==> src/rtl/tmr_pkg.sv <==
package tmr_pkg;

    localparam int unsigned CNT_W_DEF       = 7;
    localparam int unsigned PULSE_TICKS_DEF = 8;
    localparam int unsigned NUM_SRC         = 4;

    typedef enum logic [1:0] {
        SRC_FAST = 2'd0,
        SRC_MID  = 2'd1,
        SRC_SEC  = 2'd2,
        SRC_MIN  = 2'd3
    } tmr_src_e;

    typedef enum logic {
        SHAPE_SQUARE = 1'b0,
        SHAPE_PULSE  = 1'b1
    } tmr_shape_e;

    // Field snapshot used to detect reprogramming
    typedef struct packed {
        tmr_src_e   src;
        tmr_shape_e shape;
    } tmr_mode_t;

    // Mid-rate source cannot feed the square waveform
    function automatic logic mode_is_illegal(input tmr_mode_t m);
        return (m.src == SRC_MID) && (m.shape == SHAPE_SQUARE);
    endfunction

endpackage

==> src/rtl/tmr_tick_sel.sv <==
module tmr_tick_sel
    import tmr_pkg::*;
(
    input  logic [NUM_SRC-1:0] tick_vec,
    input  tmr_src_e           src,
    output logic               tick_o
);

    logic [NUM_SRC-1:0] hit;

    for (genvar g = 0; g < NUM_SRC; g++) begin : g_src
        assign hit[g] = tick_vec[g] && (src == tmr_src_e'(g));
    end

    assign tick_o = |hit;

endmodule

==> src/rtl/tmr_period_cnt.sv <==
module tmr_period_cnt #(
    parameter int unsigned CNT_W = 7
) (
    input  logic             clk,
    input  logic             rst,
    input  logic             hold,
    input  logic             tick,
    input  logic [CNT_W-1:0] reload,
    output logic             expire
);

    logic [CNT_W-1:0] elapsed;
    logic             at_end;

    assign at_end = (elapsed == reload);
    assign expire = !hold && tick && at_end;

    always_ff @(posedge clk) begin
        if (rst) begin
            elapsed <= '0;
        end else if (hold) begin
            elapsed <= '0;
        end else if (tick) begin
            if (at_end) elapsed <= '0;
            else        elapsed <= elapsed + 1'b1;
        end
    end

endmodule

==> src/rtl/tmr_wave_shape.sv <==
module tmr_wave_shape
    import tmr_pkg::*;
#(
    parameter int unsigned PULSE_TICKS = 8
) (
    input  logic       clk,
    input  logic       rst,
    input  logic       clear,
    input  logic       expire,
    input  tmr_shape_e shape,
    input  logic       fast_tick,
    output logic       low_phase
);

    localparam int unsigned PW = (PULSE_TICKS > 1) ? $clog2(PULSE_TICKS) : 1;
    localparam logic [PW-1:0] LAST = PW'(PULSE_TICKS - 1);

    logic          win;
    logic [PW-1:0] pcnt;

    always_ff @(posedge clk) begin
        if (rst || clear) begin
            win  <= 1'b0;
            pcnt <= '0;
        end else if (expire) begin
            pcnt <= '0;
            if (shape == SHAPE_SQUARE) win <= ~win;
            else                       win <= 1'b1;
        end else if (shape == SHAPE_PULSE && win && fast_tick) begin
            if (pcnt == LAST) begin
                win  <= 1'b0;
                pcnt <= '0;
            end else begin
                pcnt <= pcnt + 1'b1;
            end
        end
    end

    assign low_phase = win;

endmodule

==> src/rtl/interval_timer.sv <==
module interval_timer
    import tmr_pkg::*;
#(
    parameter int unsigned CNT_W       = CNT_W_DEF,
    parameter int unsigned PULSE_TICKS = PULSE_TICKS_DEF
) (
    input  logic             clk,
    input  logic             rst,
    input  logic             tick_1024,
    input  logic             tick_64,
    input  logic             tick_1hz,
    input  logic             tick_1min,
    input  logic [1:0]       src_sel,
    input  logic [CNT_W-1:0] reload,
    input  logic             pulse_mode,
    input  logic             irq_en,
    input  logic             run_en,
    input  logic             flag_clr,
    output logic             tmr_flag,
    output logic             irq_sink
);

    tmr_mode_t        cur_mode, prev_mode;
    logic [CNT_W-1:0] prev_reload;
    logic             restart, illegal, hold;
    logic             sel_tick, expire, low_phase;
    logic             flag_q;

    assign cur_mode.src   = tmr_src_e'(src_sel);
    assign cur_mode.shape = tmr_shape_e'(pulse_mode);

    assign restart = (cur_mode != prev_mode) || (reload != prev_reload);
    assign illegal = mode_is_illegal(cur_mode);
    assign hold    = !run_en || restart || illegal;

    always_ff @(posedge clk) begin
        if (rst) begin
            prev_mode   <= '0;
            prev_reload <= '0;
        end else begin
            prev_mode   <= cur_mode;
            prev_reload <= reload;
        end
    end

    tmr_tick_sel u_sel (
        .tick_vec ({tick_1min, tick_1hz, tick_64, tick_1024}),
        .src      (cur_mode.src),
        .tick_o   (sel_tick)
    );

    tmr_period_cnt #(.CNT_W(CNT_W)) u_cnt (
        .clk    (clk),
        .rst    (rst),
        .hold   (hold),
        .tick   (sel_tick),
        .reload (reload),
        .expire (expire)
    );

    tmr_wave_shape #(.PULSE_TICKS(PULSE_TICKS)) u_shape (
        .clk       (clk),
        .rst       (rst),
        .clear     (hold),
        .expire    (expire),
        .shape     (cur_mode.shape),
        .fast_tick (tick_1024),
        .low_phase (low_phase)
    );

    always_ff @(posedge clk) begin
        if (rst)           flag_q <= 1'b0;
        else if (expire)   flag_q <= 1'b1;
        else if (flag_clr) flag_q <= 1'b0;
    end

    assign tmr_flag = flag_q;
    assign irq_sink = irq_en && flag_q && low_phase;

endmodule

==> config.mk <==
export PLATFORM = sky130hd
export DESIGN_NAME = interval_timer
export DESIGN_NICKNAME = d
export VERILOG_FILES = /design/src/rtl/tmr_pkg.sv /design/src/rtl/tmr_tick_sel.sv /design/src/rtl/tmr_period_cnt.sv /design/src/rtl/tmr_wave_shape.sv /design/src/rtl/interval_timer.sv
export SDC_FILE = /design/constraint.sdc
export NUM_CORES = 1
export LEC_CHECK = 0
export ABC_AREA = 1
export BUFFER_PORTS_ARGS = -buffer_cell sky130_fd_sc_hd__buf_2
export CORE_ASPECT_RATIO = 2
export CORE_MARGIN = 2
export CORE_UTILIZATION = 35
export CTS_CLUSTER_DIAMETER = 60
export CTS_CLUSTER_SIZE = 20
export DETAILED_ROUTE_END_ITERATION = 8
export PLACE_DENSITY = 0.64
export SLEW_MARGIN = 20
export SYNTH_ARGS = -nofsm -noshare
export SYNTH_HDL_FRONTEND = slang
export SYNTH_SLANG_ARGS = --single-unit
==> constraint.sdc <==
create_clock -name clk -period 1.52 [get_ports clk]
set_input_delay 0.076 -clock clk [delete_from_list [all_inputs] [get_ports clk]]
set_output_delay 0.076 -clock clk [all_outputs]
set_load 0.1 [all_outputs]
==> impl_metrics.ini <==
[run_status]
status = completed

[drt]
vias = 1157
vias_per_cell = 4.42
detail_route.wl_per_cell_um = 9.73
drt_first_pass_iters = 4
wl_mm = 2.55
antenna_left = 0
drc = 0
drtIter0Drc = 13

[global_route]
antenna_found_initial = 0
grt_usage_pct = 13.5
grt_pass1_wl_mm = 4.09
use_met1_pct = 15.1
grt_max_degree = 14
grt_pass1_vias = 972
grt_busiest_layer = met2
gr-usage-met3_pct = 2.00
gr-total-overflow = 0
use_met2_pct = 23.8

[floorplan]
die_w_um = 46.8
die_area_sq_um = 4200
initial_utilization_pct = 36.0
coreArea_sq_um = 3570
row_count = 31
num_io_pins = 21
die_y_um = 89.7

[power_and_ir_drop]
power.share.switching_pct = 24.5
clock_power_share_pct = 36.2
powerDensity_nw_per_um2 = 770
vdd_drop_max_v = 0.000433
combPwrFrac_pct = 12.5
seqPwrFrac_pct = 51.4
p_leak_uw = 0.000745
switchingPower_uw = 284
intPower_uw = 876

[final_layout]
drive_above_1_share_pct = 22.5
mostFrequentLayoutCells = nand2_1 (57), inv_1 (28), nor2_1 (24)
final_common_cell = nand2_1
multi_input_area_sq_um = 701
nNetsFinal = 236
fillers = 407
diodes = 0
regArea_sq_um = 442
syn2layout_area_growth_pct = 17.2

[sta]
finClkSkew_ns = 0.00271
max_slew.worst_pin.slew_ns = 0.483
relSlewSlack_pct = 68.0
fin_crit_sh_pct = 86.8
fin_tns_setup_ns = 0
hold_viol = 0
drv_slew = 0
holdWs_ns = 0.0579
setup_violations = 0
grt_setup_unrepaired = false
fmax_mhz = 758
fin_crit_ns = 1.32

[clocking]
clk_path_buf_depth = 2
cts_resized = 0
cts_setup_buffers = 0
htree_levels = 1
insertion_delay_ns = 0.26
root_buffer = clkbuf_8
clk_pin_slew_ns = 0.08
cts_buffers = 3
cts_num_sinks = 22
tritoncts = built
cts_hold_buf = 0

[synth]
ys_types = 24
synth_fp_nets = 212
yosys_register_bits = 22
avgSynthCellArea_sq_um = 6.76
ys_seq_area_share_pct = 34.3
synth_area_sq_um = 1280
ys_warn_count = 0
synth_cells = 190

[placement]
port_buffers = 20
place_congestion = 0.752
hpwl_mm = 2.12

[job]
maxCapViolCount = 0

[critical_path]
crit_path_start = u_cnt.elapsed[0]$_SDFFE_PP0N_
crit_path_end_kind = register
critPathKind = reg2reg
timing.rr.start = u_cnt.elapsed[0]$_SDFFE_PP0N_
required_ns = 1.71
cp-start-kind = register
cp_data_arrival_time_ns = 1.51
worst-path-max-fanout = 9

[min_path]
hp-start = flag_clr
hp-class = in2reg
[per-layer routing]
layer  part of all wire (%)  wire [um]
met5                      0          0
met4                    3.0         77
met3                    2.0         52
met2                     57       1450
met1                     38        971
[cells in the mapped netlist]
cell      instances  share of area (%)
o21ai_0           2               0.78
clkinv_1          3               0.88
a31oi_1           2               0.97
nand2_4           2                1.8
clkinv_4          1               0.68
inv_1            28                8.2
clkbuf_1          1               0.29
a21oi_1           4                1.6
nand3_1           4                1.6
nand2_2           2               0.97
nor2_8            1                1.6
nand4_1           5                2.4
nor3_2            7                5.5
xnor2_1           6                4.1
and3_1            1               0.49
dfxtp_1          22                 34
nand2_1          57                 17
nor2_1           25                7.3
inv_2             6                1.8
ha_1              3                2.9
xor2_1            4                2.7
nor3_1            1               0.39
nor2_2            2               0.97
nand3_4           1                1.4
[worst paths after layout]
path | end | cells after the start | slack (ns)
min | tmr_flag$_SDFFE_PP0P_ | 4 | 0.06
min reg2reg | tmr_flag$_SDFFE_PP0P_ | 2 | 0.48
max reg2reg | tmr_flag$_SDFFE_PP0P_ | 7 | 0.20
max | tmr_flag$_SDFFE_PP0P_ | 7 | 0.20
[critical path: stages, from the launching register on]
cell	delay, ns
dfxtp_1	0.42
xnor2_1	0.15
nand2_1	0.07
nor2_1	0.18
nand3_4	0.13
clkinv_4	0.12
nand2_1	0.07
a21oi_1	0.12
[logic make-up after synthesis]
group           Yosys count  synth area share, %
compound gates            8                 3.31
xor+xnor                 10                 6.82
fa+ha+maj                 3                 2.92
buf+inv                  39                 11.8
flops                    22                 34.3
simple gates            108                 40.9
[stage by stage]
stage          power (uW)  setup WS, ns  util [%]  cell area (sq um)  std cells
2_1_floorplan         704         0.123         -               1290        190
3_3_place_gp          756         0.232      40.7               1450        258
3_5_place_dp          757         0.221      40.7               1450        258
4_1_cts              1170         0.183      42.2               1510        262
5_1_grt              1220        0.0771      42.2               1510        262
6_report             1160         0.201      42.2               1510        262
[layout make-up]
type,instances,share of cell area [%]
clock buffer,4,3.65
inverter,38,9.80
multi-input combinational,129,46.5
sequential,22,29.3
tap,49,4.07
timing repair buffer,20,6.64
[registers in the layout, summed over array words and instances, names as in the netlist]
signal             flops
prev_reload            7
u_cnt.elapsed          7
prev_mode              3
u_shape.pcnt           3
tmr_flag               1
u_shape.low_phase      1
[power groups by stage]
stage	logic (uW)	registers [uW]	clock network [uW]
after floorplan	94.9	609	0
after global placement	146	610	0
after detailed placement	147	610	0
after CTS	148	596	430
after global routing	166	598	459
final	145	596	419
Power figures use the tool's default switching activity.
